**config.mk**
```make
export PLATFORM = sky130hd
export DESIGN_NAME = shstk_ctl_access
export DESIGN_NICKNAME = d
export VERILOG_FILES = /design/src/rtl/shstk_pkg.sv /design/src/rtl/shstk_enc_match.sv /design/src/rtl/shstk_access_arbiter.sv /design/src/rtl/shstk_field_store.sv /design/src/rtl/shstk_ctl_access.sv
export SDC_FILE = /design/constraint.sdc
export NUM_CORES = 1
export LEC_CHECK = 0
export ABC_AREA = 1
export CORE_ASPECT_RATIO = 2
export CORE_UTILIZATION = 23
export CTS_CLUSTER_DIAMETER = 100
export DETAILED_ROUTE_END_ITERATION = 7
export PLACE_DENSITY = 0.83
export SYNTH_ARGS = -nofsm -noshare
export SYNTH_HDL_FRONTEND = slang
export SYNTH_SLANG_ARGS = --single-unit
```
**constraint.sdc**
```tcl
create_clock -name clk -period 1.6 [get_ports clk]
set_input_delay 0.24 -clock clk [delete_from_list [all_inputs] [get_ports clk]]
set_output_delay 0.24 -clock clk [all_outputs]
set_load 0.02 [all_outputs]
```
**src/rtl/shstk_pkg.sv**
```systemverilog
package shstk_pkg;

    typedef enum logic [2:0] {
        OUT_NONE     = 3'd0,
        OUT_UNDEF    = 3'd1,
        OUT_TRAP_L2  = 3'd2,
        OUT_TRAP_L3  = 3'd3,
        OUT_REDIRECT = 3'd4,
        OUT_LOCAL    = 3'd5,
        OUT_HOST_REG = 3'd6
    } outcome_e;

    // Field positions; the core decodes these bits from reads
    localparam int BIT_STORE = 9;
    localparam int BIT_PUSH  = 8;
    localparam int BIT_LOCK  = 6;
    localparam int BIT_RCHK  = 5;
    localparam int BIT_CRSEL = 0;

endpackage

```
**src/rtl/shstk_enc_match.sv**
```systemverilog
module shstk_enc_match #(
    parameter logic [1:0] OP0     = 2'b11,
    parameter logic [2:0] OP1_PRI = 3'b000,
    parameter logic [2:0] OP1_ALI = 3'b101,
    parameter logic [3:0] CRN     = 4'b0010,
    parameter logic [3:0] CRM     = 4'b0101,
    parameter logic [2:0] OP2     = 3'b000
) (
    input  logic [1:0] op0,
    input  logic [2:0] op1,
    input  logic [3:0] crn,
    input  logic [3:0] crm,
    input  logic [2:0] op2,
    output logic       hit_primary,
    output logic       hit_alias
);
    logic common_hit;

    always_comb begin
        common_hit  = (op0 == OP0) && (crn == CRN) && (crm == CRM) && (op2 == OP2);
        hit_primary = common_hit && (op1 == OP1_PRI);
        hit_alias   = common_hit && (op1 == OP1_ALI);
    end
endmodule

```
**src/rtl/shstk_access_arbiter.sv**
```systemverilog
module shstk_access_arbiter
    import shstk_pkg::*;
#(
    parameter logic [2:0] NV_REDIR_PRI = 3'b111,
    parameter logic [2:0] NV_REDIR_ALI = 3'b101
) (
    input  logic       req_valid,
    input  logic       req_write,
    input  logic       hit_primary,
    input  logic       hit_alias,
    input  logic [1:0] cur_el,
    input  logic       el2_enabled,
    input  logic       el3_present,
    input  logic       el3_undef_prio,
    input  logic       el3_undef_mode,
    input  logic       el3_feat_en,
    input  logic       el3_fg_en,
    input  logic       fg_impl,
    input  logic       fg_rd_allow,
    input  logic       fg_wr_allow,
    input  logic [2:0] nv_bits,
    input  logic       host_mode,
    output outcome_e   result
);
    logic     hard_undef;
    logic     l3_block;
    outcome_e l3_block_res;
    logic     fg_trap;

    always_comb begin
        hard_undef   = el3_present && el3_undef_prio && !el3_feat_en;
        l3_block     = el3_present && !el3_feat_en;
        l3_block_res = el3_undef_mode ? OUT_UNDEF : OUT_TRAP_L3;
        fg_trap      = el2_enabled && fg_impl && (!el3_present || el3_fg_en)
                       && !(req_write ? fg_wr_allow : fg_rd_allow);
    end

    always_comb begin
        result = OUT_NONE;
        if (req_valid && hit_primary) begin
            unique case (cur_el)
                2'd0: result = OUT_UNDEF;
                2'd1: begin
                    if (hard_undef)                 result = OUT_UNDEF;
                    else if (fg_trap)               result = OUT_TRAP_L2;
                    else if (l3_block)              result = l3_block_res;
                    else if (nv_bits == NV_REDIR_PRI) result = OUT_REDIRECT;
                    else                            result = OUT_LOCAL;
                end
                2'd2: begin
                    if (hard_undef)     result = OUT_UNDEF;
                    else if (l3_block)  result = l3_block_res;
                    else if (host_mode) result = OUT_HOST_REG;
                    else                result = OUT_LOCAL;
                end
                2'd3: result = OUT_LOCAL;
            endcase
        end else if (req_valid && hit_alias) begin
            unique case (cur_el)
                2'd0: result = OUT_UNDEF;
                2'd1: begin
                    if (nv_bits == NV_REDIR_ALI) result = OUT_REDIRECT;
                    else if (nv_bits[0])         result = OUT_TRAP_L2;
                    else                         result = OUT_UNDEF;
                end
                2'd2: begin
                    if (!host_mode)     result = OUT_UNDEF;
                    else if (hard_undef) result = OUT_UNDEF;
                    else if (l3_block)  result = l3_block_res;
                    else                result = OUT_LOCAL;
                end
                2'd3: result = host_mode ? OUT_LOCAL : OUT_UNDEF;
            endcase
        end
    end
endmodule

```
**src/rtl/shstk_field_store.sv**
```systemverilog
module shstk_field_store #(
    parameter int              DATA_W = 64,
    parameter logic [DATA_W-1:0] MASK = 64'h0000_0000_0000_0361
) (
    input  logic              clk,
    input  logic              rst_n,
    input  logic              wr_en,
    input  logic [DATA_W-1:0] wdata,
    output logic [DATA_W-1:0] value
);
    for (genvar i = 0; i < DATA_W; i++) begin : g_bit
        if (MASK[i]) begin : g_live
            logic q;
            always_ff @(posedge clk) begin
                if (!rst_n)     q <= 1'b0;
                else if (wr_en) q <= wdata[i];
            end
            assign value[i] = q;
        end else begin : g_rsv
            assign value[i] = 1'b0;
        end
    end
endmodule

```
**src/rtl/shstk_ctl_access.sv**
```systemverilog
module shstk_ctl_access
    import shstk_pkg::*;
#(
    parameter int               DATA_W   = 64,
    parameter logic [DATA_W-1:0] FLD_MASK = 64'h0000_0000_0000_0361,
    parameter logic [5:0]       EC_CLASS = 6'h18,
    parameter logic [11:0]      NV_OFF   = 12'h8D0
) (
    input  logic              clk,
    input  logic              rst_n,
    input  logic              req_valid,
    input  logic              req_write,
    input  logic [1:0]        enc_op0,
    input  logic [2:0]        enc_op1,
    input  logic [3:0]        enc_crn,
    input  logic [3:0]        enc_crm,
    input  logic [2:0]        enc_op2,
    input  logic [1:0]        cur_el,
    input  logic              el2_enabled,
    input  logic              el3_present,
    input  logic              el3_undef_prio,
    input  logic              el3_undef_mode,
    input  logic              el3_feat_en,
    input  logic              el3_fg_en,
    input  logic              fg_impl,
    input  logic              fg_rd_allow,
    input  logic              fg_wr_allow,
    input  logic [2:0]        nv_bits,
    input  logic              host_mode,
    input  logic [DATA_W-1:0] wdata,
    output logic [2:0]        outcome,
    output logic [5:0]        syndrome,
    output logic [11:0]       redirect_off,
    output logic [DATA_W-1:0] rdata,
    output logic              store_allow,
    output logic              push_allow,
    output logic              exc_lock,
    output logic              ret_check,
    output logic              call_ret_sel
);
    logic              hit_pri;
    logic              hit_ali;
    outcome_e          res;
    logic              commit;
    logic [DATA_W-1:0] reg_val;

    shstk_enc_match u_match (
        .op0(enc_op0), .op1(enc_op1), .crn(enc_crn), .crm(enc_crm), .op2(enc_op2),
        .hit_primary(hit_pri), .hit_alias(hit_ali)
    );

    shstk_access_arbiter u_arb (
        .req_valid(req_valid), .req_write(req_write),
        .hit_primary(hit_pri), .hit_alias(hit_ali), .cur_el(cur_el),
        .el2_enabled(el2_enabled), .el3_present(el3_present),
        .el3_undef_prio(el3_undef_prio), .el3_undef_mode(el3_undef_mode),
        .el3_feat_en(el3_feat_en), .el3_fg_en(el3_fg_en), .fg_impl(fg_impl),
        .fg_rd_allow(fg_rd_allow), .fg_wr_allow(fg_wr_allow),
        .nv_bits(nv_bits), .host_mode(host_mode), .result(res)
    );

    assign commit = req_write && (res == OUT_LOCAL);

    shstk_field_store #(.DATA_W(DATA_W), .MASK(FLD_MASK)) u_store (
        .clk(clk), .rst_n(rst_n), .wr_en(commit), .wdata(wdata), .value(reg_val)
    );

    always_comb begin
        outcome      = res;
        syndrome     = '0;
        redirect_off = '0;
        rdata        = '0;
        unique case (res)
            OUT_TRAP_L2, OUT_TRAP_L3: syndrome     = EC_CLASS;
            OUT_REDIRECT:             redirect_off = NV_OFF;
            OUT_LOCAL:                rdata        = req_write ? '0 : reg_val;
            default: ;
        endcase
        store_allow  = reg_val[BIT_STORE];
        push_allow   = reg_val[BIT_PUSH];
        exc_lock     = reg_val[BIT_LOCK];
        ret_check    = reg_val[BIT_RCHK];
        call_ret_sel = reg_val[BIT_CRSEL];
    end
endmodule

```
[Word level (Yosys, flattened, before mapping)]
Cells that the tools add are included.
Word-level totals
  output and inout port bits: 90
  input bits: 99
  register bits after elaboration: 5
  logic and storage cells: 63
Cells by class
  reduce and logical (&&, ||, !) cells: 22
  equality and inequality tests: 13
  mux-type cells: 23
Operators by type and width (number)
  $mux W3: 12
  $pmux W3 S4: 2
  $mux W10: 2
  $eq A3 B3 Y1 const B: 5
  $logic_and A1 B1 Y1: 14
  $mux W12: 1
  $eq A2 B2 Y1 const B: 3
  $eq A3 B2 Y1 const B: 2
  $logic_not A3 Y1: 2
  $mux W2: 3
  $mux W5: 1
  $eq A4 B2 Y1 const B: 1
  $eq A4 B3 Y1 const B: 1
  $logic_not A1 Y1: 3
  $eq A2 B1 Y1 const B: 1
  $logic_not A2 Y1: 1
  $mux W1: 2
  $reduce_or A2 Y1: 1
  $logic_or A1 B1 Y1: 1

[Longest topological paths before layout]
Gate-level depths: netlist of run 1.
  depth after elaboration: 11
  mapped depth: 13
  gate-level depth less buffers: 12

[Modules after synthesis]
A second synthesis of run 1 with hierarchy kept.
Unflattened totals
  cell total of the unflattened synthesis: 336
  area total of the unflattened synthesis: 1788.0 um^2
By module, submodules not included
  shstk_ctl_access: instances 1, area an instance 764.5 um^2, cells an instance 166, seq. area each 0.0 um^2
  shstk_field_store: instances 1, area an instance 689.4 um^2, cells an instance 96, seq. area each 100.1 um^2
  shstk_access_arbiter: instances 1, area an instance 260.2 um^2, cells an instance 56, seq. area each 0.0 um^2
  shstk_enc_match: instances 1, area an instance 73.8 um^2, cells an instance 18, seq. area each 0.0 um^2

[Worst setup path before layout of run 1]
No wires, ideal clock.
  kind: in2out
  from: in req_write
  to: out redirect_off[11]
  buffers on the path: 2
  data arrival time: 1.672 ns
  stages: 12
  setup slack: -0.312 ns
  data required time: 1.360 ns
  cell sequence: buf_6 -> inv_2 -> nand2_1 -> nand2_1 -> nand2_2 -> nand2_2 -> a21oi_2 -> nand2_1 -> nand2_4 -> inv_2 -> nor3b_2 -> buf_4
On the way
  word-level cells in the longest chain between the ends: 9
Ends and longest elaborated chain
  from (decl): line shstk_ctl_access.sv:12  | input logic req_write,
  $mux W1: line shstk_access_arbiter.sv:35  | && !(req_write ? fg_wr_allow : fg_rd_allow);
  $logic_not A1 Y1: line shstk_access_arbiter.sv:35
  $logic_and A1 B1 Y1: line shstk_access_arbiter.sv:35
  $mux W3: line shstk_access_arbiter.sv:45  | else if (fg_trap) result = OUT_TRAP_L2;
  $mux W3: line shstk_access_arbiter.sv:44  | if (hard_undef) result = OUT_UNDEF;
  $pmux W3 S4: line shstk_access_arbiter.sv:41  | unique case (cur_el)
  $mux W3: line shstk_access_arbiter.sv:40  | if (req_valid && hit_primary) begin
  via outcome[1]: line shstk_ctl_access.sv:31  | output logic [2:0] outcome,
  $eq A3 B3 Y1: line shstk_ctl_access.sv:73  | unique case (res)
  $mux W12: line shstk_ctl_access.sv:73
  to (decl): line shstk_ctl_access.sv:33  | output logic [11:0] redirect_off,
The timed path passes the listed nets, and every way through them passes these cells.

[Worst setup path in the final report of run 1]
  from: in nv_bits[0]
  to: out redirect_off[11]
On the way
  word-level cells in the longest chain between the ends: 9
  elaborated cells between the ends (all ways): 14
  those cells by class: eq/ne (3); mux (11)
Ends and longest elaborated chain
  from (decl): line shstk_ctl_access.sv:28  | input logic [2:0] nv_bits,
  $eq A3 B3 Y1: line shstk_access_arbiter.sv:47  | else if (nv_bits == NV_REDIR_PRI) result = OUT_REDIRECT;
  $mux W1: line shstk_access_arbiter.sv:47
  $mux W3: line shstk_access_arbiter.sv:46  | else if (l3_block) result = l3_block_res;
  $mux W3: line shstk_access_arbiter.sv:45
  $mux W3: line shstk_access_arbiter.sv:44
  $pmux W3 S4: line shstk_access_arbiter.sv:41
  $mux W3 *: line shstk_access_arbiter.sv:40
  $eq A3 B3 Y1 *: line shstk_ctl_access.sv:73
  $mux W12 *: line shstk_ctl_access.sv:73
Every way passes the cells marked *; elsewhere a longest branch is shown, timed or not.

==> out/qor.txt, run 1 <==
status - finished, violations left
failing checks - DRC, setup timing
Post-Synthesis Cells - 226
largest net degree at the start of global routing - 8
max cap viols - 0
fin worst setup slack - -0.301 ns
share of cells above drive strength 1 - 50.0%
dominant register cell in the synthesized netlist - dfxtp_1
Final setup violation count - 13
post-synthesis mux area share - 0%
leakage power - 1.21 nW
Residual DRC - 15
vias - 1495
Critical Path Fanout Max - 4
Synth async-reset ratio - 0%
Min-Delay Startpoint - u_store.g_bit[0].g_live.q$_SDFFE_PN0P_
Post-DRT Antenna Nets - 0
vias in the first global route - 1427
Port Buf Inserts - 58
Startpoint Class - input pin
post-synthesis compound-gate area fraction - 1.92%
biggest regs - u_store.g_bit.g_live.q: 5 flops
# diodes - 0
max reg flops - 5
RSZ-0062 raised after global routing - yes
detailed placement HPWL - 2930 microns
wire per inst - 10.6 microns
Row Count - 40
CTS tree - built
CTS Buf Count - 3
share of the synthesized area in the top cell type - 39.4%
reg2reg setup slack - 0.92 ns
global-route wire length before repair - 5790 microns
Max Freq - 526 MHz
die width - 57.8 microns
most frequent cell after synthesis - buf_4
Critical Path RT - 1.36 ns
final hold vios - 0
Vias/cell - 3.99
Ys Warns - 0
max incr delay on CP - 0.30 ns
Yosys cell types - 23
clk_lat worst skew - 0.23 ns
die area - 6560 sq um
Crit Path Class - in2out
post-synthesis register bit count - 5
worst-case clock buffer depth - 2
commonest cells in the netlist - 75 x buf_4, 41 x nand2_1, 29 x inv_1, 27 x nor2_1
EDFF count, synth - 0
Mapped Avg Cell Area - 6.33 sq um
PD cells - 407 nW/um^2
cell family with most CP delay - simple AND/OR/NAND/NOR gates
Post-Route WL - 3970 microns
initial core utilization - 23.8%
CTS root buffer - clkbuf_16
Total GRT Usage - 11.2%
Simple-Gate Fraction of Synth Area - 42.5%
maximum vdd drop - 0.536 mV
Num Clock Sinks - 5
clock skew - 0 ns
mapped cell area - 1430 sq um
DR pass1 iterations - 6
Final min period - 1.90 ns
Slew Limit Fails - 0
crit path DAT - 1.66 ns
placed instance area - 1960 sq um
Final Util - 38.0%
largest family of logic cells by synthesized area - buffers and inverters
slowest CP cell - nor3b_4
Post-Place Setup Slack - -1.07 ns
Die Span Y - 114 microns
Core ar. - 6010 sq um
Crit. Startpoint - nv_bits[0]
sequential share of the synthesized area - 7.00%
Area contributors post-synth - buf_4 39%, nand2_1 11%, inv_1 7.6%
DR iter-0 viols - 57
I/O pin count - 189
cts hold-fix bufs - 0
clock transition at the registers of the reported paths - 0.04 ns
Yosys top cell by area - buf_4
worst r2r src - u_store.g_bit[9].g_live.q$_SDFFE_PN0P_
gr ovfl total - 0
htree depth - 1
Area Overhead vs Synth - 59.5%
CP cell instances - clkdlybuf4s15_1 -> inv_2 -> nor2_4 -> nand2_1 -> nand2_1 -> o21ai_2 -> nand2_1 -> nand2_2 -> nand2_4 -> clkinv_4 -> nor3b_4 -> buf_6
Placer Congestion - 0.819
CP Capture Type - output port
most common cell type on the critical path - nand2_1
crit share post-route - 119%
initial antenna violation count - 0
worst path bufs/invs - 4
Design Area, Final - 2280 sq um
Synth Area in Adders - 0%
Hold Path Class - reg2reg
Reg with most FFs - u_store.g_bit.g_live.q
fin nets - 412
XOR/XNOR Fraction of Synth Area - 0%
-- repair_timing --
item | in CTS | in global routing
gates resized for setup | 216 | 48
setup endpoints to repair | 19 | 19
pin swaps | 39 | 45
buffers inserted | 9 | 10
-- worst min-delay path, stage by stage (launching register included) --
cell and delay, ns:
dfxtp_1 0.30, inv_1 0.08, nand2_1 0.05, nand2_1 0.05, nor2_1 0.04
-- area by class of cell --
cell class / count / area, sq um
well taps: 63 / 78.8
inverters: 31 / 129
repair buffers: 88 / 734
clock inverters: 1 / 5.00
flip-flops and latches: 5 / 100
clock buffers: 3 / 75.1
multi-input cells: 184 / 1160
fillers: 636 / 3720
-- cells by family after synthesis --
group	after synthesis
other cells	1
simple gates	109
flops	5
compound gates	4
buf+inv	107
-- stage by stage --
step	setup TNS, ns	std cells	power (mW)	hold WS, ns
floorplan	-0.779	296	0.474	0.360
global placement	-16.43	357	0.467	0.551
detailed placement	-16.67	357	0.471	0.559
CTS	-2.14	368	0.901	0.567
global route	-4.77	375	0.968	0.601
finish	-3.28	375	0.929	0.564
-- worst paths after layout --
kind                                       endpoint  cells after the start
max                                redirect_off[11]                     12
min          u_store.g_bit[0].g_live.q$_SDFFE_PN0P_                      4
max reg2reg  u_store.g_bit[9].g_live.q$_SDFFE_PN0P_                      4
min reg2reg  u_store.g_bit[0].g_live.q$_SDFFE_PN0P_                      4
-- report_power, final --
part | internal (mW) | switching (mW) | total (mW)
clock network | 0.327 | 0.0929 | 0.420
logic | 0.116 | 0.267 | 0.383
registers | 0.125 | 0.0000000000111 | 0.125
-- layout by cell type, fill, tap and decap left out, drive strengths merged, types with 3 or more instances in the layout --
cell           count
nand3             13
nand4              4
dfxtp              5
clkdlybuf4s15      3
conb              71
clkdlybuf4s50     11
nor2              32
clkbuf            14
nand2             51
dlygate4sd2        4
buf               59
nor3               7
inv               30
-- layer usage --
layer / up-vias / GRT usage, % / part of all wire, %
met5: - / 0 / 0
met4: 0 / 4.92 / 2.6
met3: 11 / 1.59 / 9.0
met2: 123 / 24.2 / 61
met1: 651 / 9.25 / 28
li1: 710 / - / -
Note: power is estimated with default switching activity, not from simulation.
==> run 2, diff against run 1 <==
--- a/config.mk
+++ b/config.mk
@@ -11,6 +11,7 @@
 export CTS_CLUSTER_DIAMETER = 100
 export DETAILED_ROUTE_END_ITERATION = 7
 export PLACE_DENSITY = 0.83
+export SKIP_LAST_GASP = 1
 export SYNTH_ARGS = -nofsm -noshare
 export SYNTH_HDL_FRONTEND = slang
 export SYNTH_SLANG_ARGS = --single-unit
==> constraint.sdc (replaced) <==
create_clock -name clk -period 1.6 [get_ports clk]
set_input_delay 0.24 -clock clk [delete_from_list [all_inputs] [get_ports clk]]
set_output_delay 0.24 -clock clk [all_outputs]
set_load 0.005 [all_outputs]
==> out/qor.txt, run 2 (synthesis results as in run 1) <==
status - finished, violations left (unchanged)
failing checks - DRC, setup timing (unchanged)
clk_lat worst skew - 0.23 ns (about the same)
CP Capture Type - output port (unchanged)
biggest regs - u_store.g_bit.g_live.q: 5 flops (unchanged)
# diodes - 0 (unchanged)
htree depth - 1 (unchanged)
die width - 57.8 microns (unchanged)
combinational share of power - 34.6% (was 41.3%)
register area - 100 sq um (unchanged)
clock transition at the registers of the reported paths - 0.03 ns (was 0.04 ns)
number of cells on the worst reg-to-reg path - 4 (unchanged)
Slew Limit Fails - 0 (unchanged)
Post-Route WL - 3950 microns (was 3970 microns)
DR iter-0 viols - 42 (was 57)
leakage power - 1.21 nW (about the same)
RSZ-0062 raised after global routing - yes (unchanged)
Die Span Y - 114 microns (unchanged)
Switch Pwr - 0.234 mW (was 0.360 mW)
Residual DRC - 12 (was 15)
Core ar. - 6010 sq um (unchanged)
slowest CP cell - nor2_4 (was nor3b_4)
die area - 6560 sq um (unchanged)
global-route wire length before repair - 6070 microns (was 5790 microns)
share of cells above drive strength 1 - 54.1% (was 50.0%)
worst-case clock buffer depth - 2 (unchanged)
Startpoint Class - input pin (unchanged)
Hold Path Class - reg2reg (unchanged)
Critical Path Fanout Max - 3 (was 4)
final hold vios - 0 (unchanged)
Area Overhead vs Synth - 59.2% (was 59.5%)
CTS Buf Count - 3 (unchanged)
initial antenna violation count - 0 (unchanged)
Reg power frac - 15.4% (was 13.5%)
switching share of power - 28.7% (was 38.7%)
Post-DRT Antenna Nets - 0 (unchanged)
fillers - 629 (was 636)
Placer Congestion - 0.703 (was 0.819)
multi-input logic area - 1150 sq um (was 1160 sq um)
fin worst setup slack - -0.178 ns (was -0.301 ns)
PD cells - 358 nW/um^2 (was 407 nW/um^2)
hold_ws - 0.558 ns (was 0.564 ns)
wire per inst - 10.4 microns (was 10.6 microns)
Final min period - 1.78 ns (was 1.90 ns)
Clk network pwr share - 49.9% (was 45.2%)
maximum vdd drop - 0.409 mV (was 0.536 mV)
Crit Path Class - in2out (unchanged)
reg2reg setup slack - 0.94 ns (was 0.92 ns)
vias - 1507 (was 1495)
Total GRT Usage - 11.9% (was 11.2%)
Power Internal - 0.580 mW (was 0.569 mW)
CTS tree - built (unchanged)
commonest cells after routing, fill and taps aside - 71 x conb_1, 27 x nand2_2, 25 x buf_4, 21 x buf_2, 21 x buf_6 (was 71 x conb_1, 28 x nand2_1, 28 x buf_4, 19 x inv_1, 19 x buf_6)
Min-Delay Startpoint - u_store.g_bit[5].g_live.q$_SDFFE_PN0P_ (was u_store.g_bit[0].g_live.q$_SDFFE_PN0P_)
max cap viols - 0 (unchanged)
clock skew - 0 ns (unchanged)
worst path bufs/invs - 4 (unchanged)
reg-to-reg endpoint - u_store.g_bit[6].g_live.q$_SDFFE_PN0P_ (was u_store.g_bit[9].g_live.q$_SDFFE_PN0P_)
max incr delay on CP - 0.14 ns (was 0.30 ns)
crit share post-route - 111% (was 119%)
detailed placement HPWL - 3000 microns (was 2930 microns)
gr ovfl total - 0 (unchanged)
commonest non-fill, non-tap cell in the layout - conb_1 (unchanged)
cell family with most CP delay - simple AND/OR/NAND/NOR gates (unchanged)
Num Clock Sinks - 5 (unchanged)
initial core utilization - 23.8% (unchanged)
most common cell type on the critical path - nor2_4 (was nand2_1)
Placed Cells - 355 (was 357)
CTS root buffer - clkbuf_16 (unchanged)
Critical Path RT - 1.36 ns (about the same)
largest net degree at the start of global routing - 8 (unchanged)
CP cell instances - buf_8 -> nor2_4 -> nand3_2 -> nor2_4 -> nand2_2 -> nor2_4 -> nand2_2 -> nand2_2 -> nand2_4 -> buf_6 -> buf_6 -> nor2_4 -> buf_2 (was clkdlybuf4s15_1 -> inv_2 -> nor2_4 -> nand2_1 -> nand2_1 -> o21ai_2 -> nand2_1 -> nand2_2 -> nand2_4 -> clkinv_4 -> nor3b_4 -> buf_6)
vias in the first global route - 1388 (was 1427)
Final setup violation count - 13 (unchanged)
cts hold-fix bufs - 0 (unchanged)
max reg flops - 5 (unchanged)
hold worst-path end - u_store.g_bit[5].g_live.q$_SDFFE_PN0P_ (was u_store.g_bit[0].g_live.q$_SDFFE_PN0P_)
worst r2r src - u_store.g_bit[6].g_live.q$_SDFFE_PN0P_ (was u_store.g_bit[9].g_live.q$_SDFFE_PN0P_)
Row Count - 40 (unchanged)
I/O pin count - 189 (unchanged)
Finished Layout Cells - 379 (was 375)
Reg with most FFs - u_store.g_bit.g_live.q (unchanged)
Max Freq - 562 MHz (was 526 MHz)
DR pass1 iterations - 8 (was 6)
Hold Crit Depth - 4 (unchanged)
fin nets - 416 (was 412)
Port Buf Inserts - 58 (unchanged)
crit path DAT - 1.54 ns (was 1.66 ns)
Vias/cell - 3.98 (was 3.99)
[run 2: changes by cell type in the layout (fill, tap and decap cells not counted), sizes merged]
cell | before | now
clkinv | 2 | 0
dlygate4sd2 | 4 | 2
buf | 59 | 68
clkbuf | 14 | 12
inv | 30 | 31
[run 2: worst min-delay path, stage by stage (launching register included)]
cell	delay, ns
dfxtp_1	0.30
inv_1	0.07
nand2_1	0.05
nand2_1	0.05
nor2_1	0.03
[run 2: power groups by stage]
stage          clock network, mW  logic [mW]  registers, mW
3_5_place_dp                   0       0.231          0.127
4_1_cts                    0.412       0.254          0.126
6_report                   0.407       0.282          0.126
5_1_grt                    0.420       0.313          0.125
2_1_floorplan                  0       0.227          0.127
3_3_place_gp                   0       0.227          0.127
[run 2: final cells by class]
type	count	area share, %
Clock buffer	4	3.46
Inverter	31	5.44
Sequential cell	5	4.40
Multi-Input combinational cell	184	50.7
Timing Repair Buffer	92	32.6
Tap cell	63	3.46
[run 2: repair_timing]
action | in CTS | in global routing
resized for setup | 210 | 57
setup endpoints to repair | 19 | 19
buffers inserted | 22 | 7
pin swaps | 53 | 52
endpoints found under the hold margin | 0 | 0
[run 2: metrics by stage]
| stage | cell area, sq um | worst slack (ns) | TNS, ns | power (mW) | utilization, % |
|---|---|---|---|---|---|
| 6_report | 2280 | -0.178 | -1.87 | 0.814 | 37.9 |
| 5_1_grt | 2280 | -0.280 | -3.57 | 0.858 | 37.9 |
| 4_1_cts | 2190 | -0.257 | -2.34 | 0.791 | 36.4 |
| 3_5_place_dp | 1910 | -1.01 | -15.94 | 0.359 | 31.9 |
| 3_3_place_gp | 1910 | -0.953 | -14.94 | 0.355 | 31.9 |
| 2_1_floorplan | 1730 | -0.00322 | -0.00965 | 0.354 | - |
[run 2: how the worst max path moves through the flow]
stage,endpoint,slack [ns],startpoint,cells past startpoint
after floorplan,redirect_off[11],-0.003,enc_crn[3],10
after global placement,rdata[0],-0.95,enc_crn[2],11
after detailed placement,redirect_off[7],-1.01,enc_crn[2],11
after CTS,rdata[8],-0.26,enc_crm[0],13
after global routing,redirect_off[11],-0.28,enc_op2[0],12
final,syndrome[3],-0.18,enc_crn[2],13
[run 2: per-layer routing]
| metal | part of all wire, % | wire length [microns] | GRT usage [%] |
|---|---|---|---|
| met5 | 0 | 0 | 0 |
| met4 | 2.3 | 91 | 3.49 |
| met3 | 9.0 | 356 | 1.93 |
| met2 | 61 | 2410 | 26.5 |
| met1 | 28 | 1090 | 9.47 |
==> run 3, diff against run 2 <==
--- a/config.mk
+++ b/config.mk
@@ -11,6 +11,7 @@
 export CTS_CLUSTER_DIAMETER = 100
 export DETAILED_ROUTE_END_ITERATION = 7
 export PLACE_DENSITY = 0.83
+export SETUP_SLACK_MARGIN = 0.4
 export SKIP_LAST_GASP = 1
 export SYNTH_ARGS = -nofsm -noshare
 export SYNTH_HDL_FRONTEND = slang
==> out/qor.txt, run 3 (synthesis results as in run 1) <==
Design Area, Final - 2330 sq um (was 2280 sq um)
Total GRT Usage - 11.2% (was 11.9%)
Clk network pwr share - 49.7% (was 49.9%)
fillers - 626 (was 629)
status - finished, violations left (unchanged)
max reg flops - 5 (unchanged)
Row Count - 40 (unchanged)
final hold vios - 0 (unchanged)
CP Capture Type - output port (unchanged)
CTS root buffer - clkbuf_16 (unchanged)
RSZ-0062 raised after global routing - yes (unchanged)
cts hold-fix bufs - 0 (unchanged)
commonest non-fill, non-tap cell in the layout - conb_1 (unchanged)
I/O pin count - 189 (unchanged)
CTS tree - built (unchanged)
clk_lat worst skew - 0.23 ns (about the same)
Critical Path RT - 1.36 ns (about the same)
reg2reg setup slack - 0.91 ns (was 0.94 ns)
global-route wire length before repair - 5870 microns (was 6070 microns)
Critical Path Fanout Max - 5 (was 3)
Max Freq - 550 MHz (was 562 MHz)
crit path DAT - 1.58 ns (was 1.54 ns)
Residual DRC - 11 (was 12)
Final Util - 38.8% (was 37.9%)
# diodes - 0 (unchanged)
commonest cells after routing, fill and taps aside - 71 x conb_1, 26 x nand2_1, 25 x buf_6, 23 x buf_4, 20 x nand2_2 (was 71 x conb_1, 27 x nand2_2, 25 x buf_4, 21 x buf_2, 21 x buf_6)
Final min period - 1.82 ns (was 1.78 ns)
Hold Path Class - reg2reg (unchanged)
DR pass1 iterations - 8 (unchanged)
PD cells - 355 nW/um^2 (was 358 nW/um^2)
combinational share of power - 35.1% (was 34.6%)
Power Internal - 0.593 mW (was 0.580 mW)
Port Buf Inserts - 58 (unchanged)
placed instance area - 1930 sq um (was 1910 sq um)
Core ar. - 6010 sq um (unchanged)
failing checks - DRC, setup timing (unchanged)
max cap viols - 0 (unchanged)
Reg power frac - 15.2% (was 15.4%)
Final setup violation count - 17 (was 13)
Vias/cell - 3.91 (was 3.98)
Placer Congestion - 0.727 (was 0.703)
Switch Pwr - 0.234 mW (about the same)
CTS Buf Count - 3 (unchanged)
Area Overhead vs Synth - 62.9% (was 59.2%)
DR iter-0 viols - 25 (was 42)
gr ovfl total - 0 (unchanged)
worst-case clock buffer depth - 2 (unchanged)
total power - 0.827 mW (was 0.814 mW)
switching share of power - 28.3% (was 28.7%)
die width - 57.8 microns (unchanged)
clock transition at the registers of the reported paths - 0.03 ns (about the same)
Post-DRT Antenna Nets - 0 (unchanged)
initial core utilization - 23.8% (unchanged)
detailed placement HPWL - 2880 microns (was 3000 microns)
share of cells above drive strength 1 - 51.2% (was 54.1%)
Die Span Y - 114 microns (unchanged)
leakage power - 1.28 nW (was 1.21 nW)
fin nets - 420 (was 416)
Crit Path Class - in2out (unchanged)
maximum vdd drop - 0.590 mV (was 0.409 mV)
clock skew - 0 ns (unchanged)
Reg with most FFs - u_store.g_bit.g_live.q (unchanged)
vias - 1496 (was 1507)
Slew Limit Fails - 0 (unchanged)
crit share post-route - 114% (was 111%)
wire per inst - 9.85 microns (was 10.4 microns)
biggest regs - u_store.g_bit.g_live.q: 5 flops (unchanged)
Startpoint Class - input pin (unchanged)
vias in the first global route - 1446 (was 1388)
Post-Route WL - 3770 microns (was 3950 microns)
fin worst setup slack - -0.219 ns (was -0.178 ns)
Num Clock Sinks - 5 (unchanged)
die area - 6560 sq um (unchanged)
largest net degree at the start of global routing - 8 (unchanged)
initial antenna violation count - 0 (unchanged)
Post-Place Setup Slack - -1.00 ns (was -1.01 ns)
htree depth - 1 (unchanged)
[run 3: final cells by class]
type | instances | area (sq um) | share of cell area, %
Multi-Input combinational cell | 184 | 1110 | 47.7
Sequential cell | 5 | 100 | 4.30
Inverter | 31 | 121 | 5.21
Clock buffer | 4 | 78.8 | 3.38
Timing Repair Buffer | 96 | 838 | 36.0
Tap cell | 63 | 78.8 | 3.38
[run 3: final timing paths]
path         cells past startpoint                                   start                                      to
max                             12                              enc_crn[3]                                rdata[0]
min                              4  u_store.g_bit[6].g_live.q$_SDFFE_PN0P_  u_store.g_bit[6].g_live.q$_SDFFE_PN0P_
max reg2reg                      4  u_store.g_bit[9].g_live.q$_SDFFE_PN0P_  u_store.g_bit[9].g_live.q$_SDFFE_PN0P_
min reg2reg                      4  u_store.g_bit[6].g_live.q$_SDFFE_PN0P_  u_store.g_bit[6].g_live.q$_SDFFE_PN0P_
[run 3: worst max-delay path: stages]
cell and delay [ns]:
buf_8 0.10, nor2_4 0.09, nand3_2 0.09, nor2_4 0.15, nand2_2 0.08, nor2_4 0.14
nand3_2 0.12, nand2_4 0.09, buf_12 0.10, nand3_4 0.10, nor3_2 0.13, buf_2 0.13
[run 3: what timing repair did]
item | 4_1_cts | 5_1_grt
endpoints found under the setup margin | 24 | 19
setup buffers | 19 | 4
resized for setup | 212 | 44
pin swaps | 50 | 40
[run 3: per-layer routing]
| layer | global-route usage, % | wire [microns] | vias to the layer above |
|---|---|---|---|
| li1 | - | - | 724 |
| met1 | 8.73 | 1040 | 657 |
| met2 | 26.1 | 2360 | 110 |
| met3 | 0.907 | 316 | 5 |
| met4 | 2.70 | 54 | 0 |
| met5 | 0 | 0 | - |
[run 3: per-stage QoR]
stage / TNS [ns] / hold slack [ns] / std cells
2_1_floorplan: -0.00965 / 0.360 / 296
3_3_place_gp: -14.41 / 0.547 / 356
3_5_place_dp: -15.09 / 0.561 / 356
4_1_cts: -2.58 / 0.560 / 379
5_1_grt: -4.14 / 0.601 / 383
6_report: -2.16 / 0.553 / 383
[run 3: power by group through the flow]
| stage | sequential [mW] | clock [mW] | combinational (mW) |
|---|---|---|---|
| final | 0.126 | 0.411 | 0.291 |
| after global routing | 0.125 | 0.423 | 0.322 |
| after CTS | 0.125 | 0.416 | 0.254 |
| after detailed placement | 0.127 | 0 | 0.234 |
| after global placement | 0.127 | 0 | 0.231 |
| after floorplan | 0.127 | 0 | 0.227 |
